==> config.mk <==
export PLATFORM = sky130hd
export DESIGN_NAME = bias_promo_table
export DESIGN_NICKNAME = d
export VERILOG_FILES = /design/src/rtl/bias_pkg.sv /design/src/rtl/bias_lookup.sv /design/src/rtl/bias_update.sv /design/src/rtl/bias_promo_table.sv
export SDC_FILE = /design/constraint.sdc
export NUM_CORES = 2
export LEC_CHECK = 0
export BUFFER_PORTS_ARGS = -buffer_cell sky130_fd_sc_hd__buf_2
export CAP_MARGIN = 30
export CORE_ASPECT_RATIO = 0.8
export CORE_MARGIN = 5
export CORE_UTILIZATION = 60
export DETAILED_ROUTE_END_ITERATION = 10
export MAX_ROUTING_LAYER = met4
export PLACE_DENSITY = 0.83
export SLEW_MARGIN = 10
export SYNTH_ARGS = -nofsm -noshare
export SYNTH_HDL_FRONTEND = slang
export SYNTH_HIERARCHICAL = 1
export SYNTH_SLANG_ARGS = --single-unit
==> constraint.sdc <==
create_clock -name clk -period 6.2 [get_ports clk]
set_input_delay 0.93 -clock clk [delete_from_list [all_inputs] [get_ports clk]]
set_output_delay 0.93 -clock clk [all_outputs]
set_load 0.02 [all_outputs]
==> src/rtl/bias_pkg.sv <==
package bias_pkg;
  localparam int CNT_W = 4;

  typedef struct packed {
    logic [CNT_W-1:0] cnt;
    logic             prev;
    logic             prom;
    logic             dir;
    logic             miss;
  } bias_state_t;
endpackage

==> src/rtl/bias_lookup.sv <==
module bias_lookup #(
  parameter int TAG_W = 24
) (
  input  logic             vld_i,
  input  logic [TAG_W-1:0] tag_i,
  input  logic [TAG_W-1:0] tag_req_i,
  output logic             hit_o
);
  assign hit_o = vld_i && (tag_i == tag_req_i);
endmodule

==> src/rtl/bias_update.sv <==
module bias_update
  import bias_pkg::*;
(
  input  logic             hit_i,
  input  bias_state_t      st_i,
  input  logic             taken_i,
  input  logic [CNT_W-1:0] thr_i,
  output bias_state_t      st_o
);
  localparam logic [CNT_W-1:0] CMAX = {CNT_W{1'b1}};

  logic             same;
  logic [CNT_W-1:0] c_nxt;

  always_comb begin
    same  = (taken_i == st_i.prev);
    if (same) c_nxt = (st_i.cnt == CMAX) ? CMAX : st_i.cnt + 1'b1;
    else      c_nxt = (st_i.cnt == '0) ? '0 : st_i.cnt - 1'b1;
  end

  always_comb begin
    st_o = st_i;
    if (!hit_i) begin
      st_o.cnt  = '0;
      st_o.prev = taken_i;
      st_o.prom = 1'b0;
      st_o.dir  = 1'b0;
      st_o.miss = 1'b0;
    end else begin
      st_o.prev = taken_i;
      st_o.cnt  = c_nxt;
      if (st_i.prom) begin
        if (taken_i != st_i.dir) begin
          if (st_i.miss) begin
            st_o.cnt  = '0;
            st_o.prom = 1'b0;
            st_o.dir  = 1'b0;
            st_o.miss = 1'b0;
          end else begin
            st_o.miss = 1'b1;
            if (c_nxt < thr_i) begin
              st_o.prom = 1'b0;
              st_o.miss = 1'b0;
            end
          end
        end else begin
          st_o.miss = 1'b0;
          if (c_nxt < thr_i) st_o.prom = 1'b0;
        end
      end else if (c_nxt > thr_i) begin
        st_o.prom = 1'b1;
        st_o.dir  = taken_i;
        st_o.miss = 1'b0;
      end
    end
  end
endmodule

==> src/rtl/bias_promo_table.sv <==
module bias_promo_table
  import bias_pkg::*;
#(
  parameter int ADDR_W = 30,
  parameter int IDX_W  = 6
) (
  input  logic              clk,
  input  logic              rst_n,
  input  logic [CNT_W-1:0]  cfg_thresh,
  input  logic              upd_valid,
  output logic              upd_ready,
  input  logic [ADDR_W-1:0] upd_addr,
  input  logic              upd_taken,
  input  logic [ADDR_W-1:0] qry_addr,
  output logic              qry_hit,
  output logic              qry_promote,
  output logic              qry_taken
);
  localparam int DEPTH = 1 << IDX_W;
  localparam int TAG_W = ADDR_W - IDX_W;
  localparam logic [CNT_W-1:0] CMAX = {CNT_W{1'b1}};

  logic [DEPTH-1:0] vld;
  logic [TAG_W-1:0] tagq [DEPTH];
  bias_state_t      st   [DEPTH];

  logic [IDX_W-1:0] u_idx, q_idx;
  logic [TAG_W-1:0] u_tag, q_tag;
  logic             u_hit, fire;
  bias_state_t      st_u, st_nxt;

  assign u_idx = upd_addr[IDX_W-1:0];
  assign u_tag = upd_addr[ADDR_W-1:IDX_W];
  assign q_idx = qry_addr[IDX_W-1:0];
  assign q_tag = qry_addr[ADDR_W-1:IDX_W];
  assign st_u  = st[u_idx];

  assign upd_ready = 1'b1;
  assign fire      = upd_valid && upd_ready;

  bias_lookup #(.TAG_W(TAG_W)) u_qlk (
    .vld_i(vld[q_idx]), .tag_i(tagq[q_idx]), .tag_req_i(q_tag), .hit_o(qry_hit)
  );

  bias_lookup #(.TAG_W(TAG_W)) u_ulk (
    .vld_i(vld[u_idx]), .tag_i(tagq[u_idx]), .tag_req_i(u_tag), .hit_o(u_hit)
  );

  bias_update u_nxt (
    .hit_i(u_hit), .st_i(st_u), .taken_i(upd_taken), .thr_i(cfg_thresh), .st_o(st_nxt)
  );

  assign qry_promote = qry_hit && st[q_idx].prom;
  assign qry_taken   = qry_promote && st[q_idx].dir;

  always_ff @(posedge clk or negedge rst_n) begin
    if (!rst_n) begin
      vld <= '0;
      for (int i = 0; i < DEPTH; i++) begin
        tagq[i] <= '0;
        st[i]   <= '0;
      end
    end else if (fire) begin
      vld[u_idx]  <= 1'b1;
      tagq[u_idx] <= u_tag;
      st[u_idx]   <= st_nxt;
    end
  end

  // Fresh slot after a tag miss.
  assert_alloc_fresh_R1: assert property (@(posedge clk) disable iff (!rst_n)
    (fire && !u_hit) |=> (st[$past(u_idx)].cnt == '0 && !st[$past(u_idx)].prom
                          && st[$past(u_idx)].prev == $past(upd_taken)));

  assert_count_sat_R2: assert property (@(posedge clk) disable iff (!rst_n)
    (fire && u_hit && st_u.cnt == CMAX && upd_taken == st_u.prev)
      |=> (st[$past(u_idx)].cnt == CMAX));

  assert_promote_gt_R3: assert property (@(posedge clk) disable iff (!rst_n)
    (fire && u_hit && !st_u.prom)
      |=> (!st[$past(u_idx)].prom || st[$past(u_idx)].cnt > $past(cfg_thresh)));

  assert_double_miss_R5: assert property (@(posedge clk) disable iff (!rst_n)
    (fire && u_hit && st_u.prom && st_u.miss && upd_taken != st_u.dir)
      |=> (!st[$past(u_idx)].prom && st[$past(u_idx)].cnt == '0));

  assert_low_demote_R7: assert property (@(posedge clk) disable iff (!rst_n)
    (fire && u_hit && st_u.prom)
      |=> (!st[$past(u_idx)].prom || st[$past(u_idx)].cnt >= $past(cfg_thresh)));

  assert_ready_R9: assert property (@(posedge clk) disable iff (!rst_n) upd_ready);
endmodule

Word level (Yosys, flattened, before mapping). Index checks and enable logic that the tools add are counted.

Flip-flop bits (word level): 2112. Bits in latches: 0. Bits in writable memories: 0. Memory bits (read-only): 0. Bits of input ports: 68. Output and inout bits: 4. Word-level logic and storage cells: 449. Memories: 0.

$add $sub $neg: 2. $mul: 0. Divide/modulo/power cells: 0. Magnitude comparators: 8. Eq/ne operators: 5. Shift operators: 0. Muxes and demuxes: 39. Bitwise operators: 3. Reduce and logical (&&, ||, !) cells: 7.

Operators by type and width (count): 1536-bit bitwise mux (1); 512-bit bitwise mux (1); 24-bit binary-select mux with 6-bit select (2); 24-bit demux with 6-bit select (1); 24-bit two-way mux (5); 8-bit binary-select mux with 6-bit select (2); 64-bit bitwise OR (1); 8-bit demux with 6-bit select (1); 24-bit == test (2); 8-bit two-way mux (4); 4-bit two-way mux (6); 7-bit greater-or-equal comparator, second input constant (2); 6-bit by 7-bit less-than comparator with 1-bit output, second input constant (2); 6-bit NOT with 7-bit output (2); 1-bit binary-select mux with 6-bit select (2); 3-bit two-way mux (4); 1-bit two-way mux (9); 7-bit by 1-bit less-than comparator with 1-bit output, second input constant (1); 1-bit demux with 6-bit select (1); 6-bit by 1-bit greater-or-equal comparator with 1-bit output, second input constant (1); 1-bit logical AND (6); 4-bit by 1-bit adder with 4-bit output, second input constant (1); 4-bit == test, second input constant (1); 4-bit > comparator (1); 5 further kinds (5).

Logic depth before layout (Yosys ltp).
Depth in word-level cells: 14. Gate-level depth with buffers: 25. Depth with buffers taken out: 17.

Modules after synthesis. Netlist, hierarchy kept.

By module, submodules not included: bias_promo_table (instances 1, cells each 7695, area an instance 109699.0 um^2, seq. area each 52850.7 um^2); bias_lookup (instances 2, cells each 33, area an instance 269.0 um^2, seq. area each 0.0 um^2); bias_update (instances 1, cells each 61, area an instance 432.9 um^2, seq. area each 0.0 um^2).

Least setup slack after synthesis. No wires, ideal clock.

Path type: input-to-output. Start: in qry_addr[1]. End: out qry_taken. Data arrival time: 4865 ps. Required time: 5270 ps. Path slack: 405 ps. Stages on the path: 15. Buffers on the path: 3. Cell sequence: buf_2 -> clkbuf_1 -> clkbuf_1 -> mux4_2 -> mux4_2 -> mux2i_1 -> a21oi_1 -> xor2_1 -> nor4_1 -> nand3_1 -> nor4_2 -> inv_1 -> a2111oi_0 -> a22o_1 -> and2_1.

Cells in the longest elaborated chain, start to end: 8. Elaborated cells between the ends (all ways): 13. Classes of those cells: eq/ne: 1; mux: 8; bitwise: 1; reduce/logical: 3.

Ends and longest elaborated chain: start, declared (line bias_promo_table.sv:14) `input logic [ADDR_W-1:0] qry_addr,`; 6-bit NOT with 7-bit output (not written as such) (line bias_promo_table.sv:42) `.vld_i(vld[q_idx]), .tag_i(tagq[q_idx]), .tag_req_i(q_tag), .hit_o(qry_hit)`; 24-bit binary-select mux with 6-bit select (line bias_promo_table.sv:42); 24-bit two-way mux (not written as such) (2 in series) (line bias_promo_table.sv:42); 24-bit == test (line bias_lookup.sv:9) `assign hit_o = vld_i && (tag_i == tag_req_i);`; 1-bit logical AND * (line bias_lookup.sv:9); via qry_hit (line bias_promo_table.sv:15) `output logic qry_hit,`; 1-bit logical AND * (line bias_promo_table.sv:53) `assign qry_promote = qry_hit && st[q_idx].prom;`; via qry_promote (line bias_promo_table.sv:16) `output logic qry_promote,`; 1-bit logical AND * (line bias_promo_table.sv:54) `assign qry_taken = qry_promote && st[q_idx].dir;`; end, declared (line bias_promo_table.sv:17) `output logic qry_taken`.

The timed path passes the listed nets; every way through them passes the cells marked *. The select of a mux whose other input is x is not followed.

Worst setup path in the final report.
Start: in qry_addr[0]. End: out qry_taken.

Cells in the longest elaborated chain, start to end: 8. Elaborated cells between the ends (all ways): 13. Classes of those cells: eq/ne: 1; mux: 8; bitwise: 1; reduce/logical: 3.

Ends and longest elaborated chain (line): 6-bit NOT with 7-bit output (not written as such) (bias_promo_table.sv:42, bias_promo_table.sv:53, bias_promo_table.sv:54); 24-bit binary-select mux with 6-bit select (bias_promo_table.sv:42); 24-bit two-way mux (not written as such) (2 in series) (bias_promo_table.sv:42); 24-bit == test (bias_lookup.sv:9); 1-bit logical AND (bias_lookup.sv:9); 1-bit logical AND (bias_promo_table.sv:53); 1-bit logical AND * (bias_promo_table.sv:54).

Mark *: on every way between the ends. The rest lies on a longest branch, timed or not. The select of a mux whose other input is x is not followed.

==> results.json <==
{
  "n_fill_cell": 12200,
  "vias": 84100,
  "synthesis.nets": 7897,
  "grt_pass1_vias": 82800,
  "synth_area_um2": 111000,
  "clkPwrFrac_pct": 37.4,
  "timing.fmax_mhz": 152,
  "antenna_found_initial": 38,
  "startpoint_type": "input pin",
  "path_buf_inv": 8,
  "async_reset_ff_share_pct": 100,
  "grt_usage_pct": 45.9,
  "sw_frac_of_total_pct": 27.6,
  "io_pins": 72,
  "violations": "negative setup slack",
  "synth_most_common_cell": "mux2_2",
  "drtIter0Drc": 14800,
  "synthTopCellsByCount": "mux2_2 (2152), dfrtp_1 (2112), mux4_2 (644), buf_2 (359), clkbuf_1 (338)",
  "synth_mux_area_share_pct": 38.5,
  "drv_slew": 0,
  "synth_top_area_cell": "dfrtp_1",
  "slew-limit-headroom_pct": 14.0,
  "worst_ep_required_time_ns": 5.27,
  "layout-drive-gt1-share_pct": 49.8,
  "synthTopCellsByArea": "dfrtp_1 (48%), mux2_2 (22%), mux4_2 (13%)",
  "end_kind": "primary output",
  "slowest_stage": "nor4_4",
  "cp_slowest_stage_delay_ns": 0.58,
  "cts_tree": "done",
  "final_antenna_net_count": 0,
  "die_area_um2": 193000,
  "initial_core_util_pct": 60.1,
  "intPower_mw": 26.0,
  "synth_warnings": 6,
  "cts_buffer_depth": 3,
  "synth_edf_count": 0,
  "yosys.area.top_type_share_pct": 47.8,
  "r2r-start": "st[403]$_DFFE_PN0P_",
  "synth_ff_type": "dfrtp_1",
  "core_um2": 184000,
  "clk_pin_slew_worst_paths_ns": 0.06,
  "critPathKind": "in -> out",
  "die_y_um": 394,
  "min_period_ns": 6.57,
  "tightest_slew_ns": 1.29,
  "vdd.ir_drop.worst_uv": 413,
  "finalHoldViolCount": 0,
  "syn_inst": 7822,
  "r2r_slack_ns": 0.99,
  "numPortBuffers": 70,
  "crit_top_cell": "buf_16",
  "die_w_um": 490,
  "power.leakage_nw": 56.7,
  "ys_ff_latch": 2112,
  "p_sw_mw": 9.92,
  "worstSkewPairLatency_ns": 0.91,
  "ctsHtreeMaxLevel": 4,
  "drc": 0,
  "dp_slack_ns": -0.899,
  "wl_per_cell_um": 41.6,
  "routed_wl_um": 437000,
  "setup_viol": 2,
  "rsz0062_at_grt": "yes",
  "grt_start_max_net_pins": 182,
  "combPwrFrac_pct": 16.6,
  "synth-simple-area-share_pct": 2.59,
  "cts_buffers": 202,
  "overflow": 0,
  "setup.worst_path.start": "qry_addr[0]",
  "place.gp.congestion": 1.01,
  "status": "complete, but fails checks",
  "cts_hold_buf": 0,
  "hp-class": "in -> async",
  "worstPathArrival_ns": 5.64,
  "cp_top_family": "buffers and inverters",
  "synth-adder-area-share_pct": 0.0791,
  "total_power_mw": 35.9,
  "path_max_fanout": 7,
  "rows": 141,
  "synth_cell_types": 77,
  "fin_skew_ns": 0.0577,
  "power-per-cell-area_nw_per_um2": 288,
  "timing.rr.end": "st[17]$_DFFE_PN0P_",
  "area_delta_synth_final_pct": 12.6,
  "p_seq_share_pct": 46.1,
  "layout_setup_ws_ns": -0.367,
  "rr_worst_depth": 17,
  "viasPerCell": 8.00,
  "syn_area_per_cell_um2": 14.1,
  "place_hpwl_um": 265000,
  "setup_tns_ns": -0.701,
  "nets": 7920,
  "yosysSeqAreaShare_pct": 47.8,
  "synth_top_family_by_area": "multiplexers",
  "synth_compound_area_share_pct": 6.86,
  "cts-root-buf": "clkbuf_16",
  "finalCritPeriodShare_pct": 106,
  "maxCapViolCount": 0,
  "cp_cell_sequence": "buf_16 -> buf_16 -> buf_16 -> buf_16 -> mux4_2 -> mux4_2 -> o211ai_1 -> o31ai_2 -> xnor2_2 -> buf_4 -> nand4_1 -> nor4_4 -> buf_4 -> buf_6 -> nand2_4 -> a221oi_2 -> a22o_1 -> and2_4 -> buf_6",
  "clock_sinks": 2112,
  "grt_pass1_wl_um": 620000,
  "synthXorXnorAreaFrac_pct": 0.410,
  "dr.pass1.iters": 10
}
==> routing by layer <==
metal	vias to the layer above	part of all wire [%]	routed length [um]	track usage [%]
met3	2673	18	77100	24.0
li1	30200	-	-	-
met1	42800	33	146000	55.5
met2	8368	39	172000	58.3
met5	-	0	0	-
met4	0	9.4	41100	32.4
==> flip-flops by register name, summed over array words and instances (netlist names) <==
signal and count:
vld 64, tagq 1536, st 512
==> power by group through the flow <==
stage | Clock (mW) | Combinational, mW | Sequential (mW)
after floorplan | 0 | 3.81 | 16.2
after global placement | 0 | 5.43 | 16.5
after detailed placement | 0 | 5.62 | 16.7
after CTS | 13.4 | 5.71 | 16.4
after global routing | 13.9 | 6.18 | 16.6
final | 13.4 | 5.95 | 16.6
==> worst max-delay path by stage <==
stage,slack [ns],to,depth (start not counted)
final,-0.37,qry_taken,19
after floorplan,0.40,qry_taken,15
after detailed placement,-0.90,qry_taken,18
after global placement,-0.96,qry_taken,18
after global routing,-0.30,qry_taken,21
after CTS,-0.20,qry_taken,19
==> what timing repair did <==
action / 4_1_cts / 5_1_grt
gates cloned: 6 / 0
resized for setup: 44 / 38
endpoints found under the setup margin: 3 / 2
buffers inserted: 9 / 16
pin swaps: 11 / 15
==> placed cells by master (no fill, tap or decap), types with 59 or more instances in the layout <==
| cell type | Yosys | routed |
|---|---|---|
| nand2_1 | 185 | 150 |
| clkbuf_16 | 0 | 208 |
| a22oi_1 | 146 | 146 |
| a21oi_1 | 101 | 99 |
| o21ai_0 | 113 | 113 |
| o22ai_1 | 116 | 115 |
| a221oi_1 | 265 | 264 |
| nor2_1 | 175 | 158 |
| mux2i_1 | 277 | 274 |
| diode_2 | 0 | 65 |
| dfrtp_1 | 2112 | 2112 |
| buf_12 | 2 | 138 |
| buf_2 | 359 | 59 |
| mux2_1 | 88 | 88 |
| buf_4 | 71 | 446 |
| mux2_2 | 2152 | 2152 |
| mux4_2 | 644 | 644 |
==> cell families after synthesis <==
| family | Yosys count |
|---|---|
| multiplexers | 3166 |
| other | 1 |
| adder cells (fa/ha/maj) | 7 |
| buffers and inverters | 874 |
| AND/OR/NAND/NOR | 596 |
| AO/OA/AOI/OAI | 1015 |
| flip-flops | 2112 |
| XOR/XNOR | 51 |
==> worst register-to-register path, cell delays in order, from the launching register on <==
cell	delay [ns]
dfrtp_1	0.39
mux4_2	0.47
mux2i_1	0.65
o221a_2	0.36
nand4_1	0.23
xnor2_2	0.23
or4_1	0.41
or2_0	0.25
a22oi_1	0.25
ha_1	0.32
nand4_1	0.14
inv_1	0.09
a2111oi_0	0.43
buf_4	0.19
a2111oi_2	0.04
buf_4	0.19
buf_12	0.16
mux2_1	0.29
==> area by class of cell <==
cell class / instances / area [um2] / area share [%]
multi-input combinational: 4836 / 54300 / 43.5
timing repair buffer: 680 / 7160 / 5.75
inverter: 13 / 63.8 / 0.0512
tap: 2431 / 3040 / 2.44
clock inverter: 68 / 987 / 0.792
sequential: 2112 / 52900 / 42.4
clock buffer: 298 / 6090 / 4.89
antenna: 65 / 163 / 0.131
==> metrics by stage <==
stage               area [um2]  utilization (%)  hold WS [ns]  std cells
finish                  125000             67.7        0.0424      10500
global route            125000             67.7         0.125      10500
CTS                     124000             67.4         0.146      10400
detailed placement      117000             63.3         0.471      10000
global placement        116000             63.2         0.461      10000
floorplan               111000                -         0.446       7822
(Power assumes the default switching activity.)
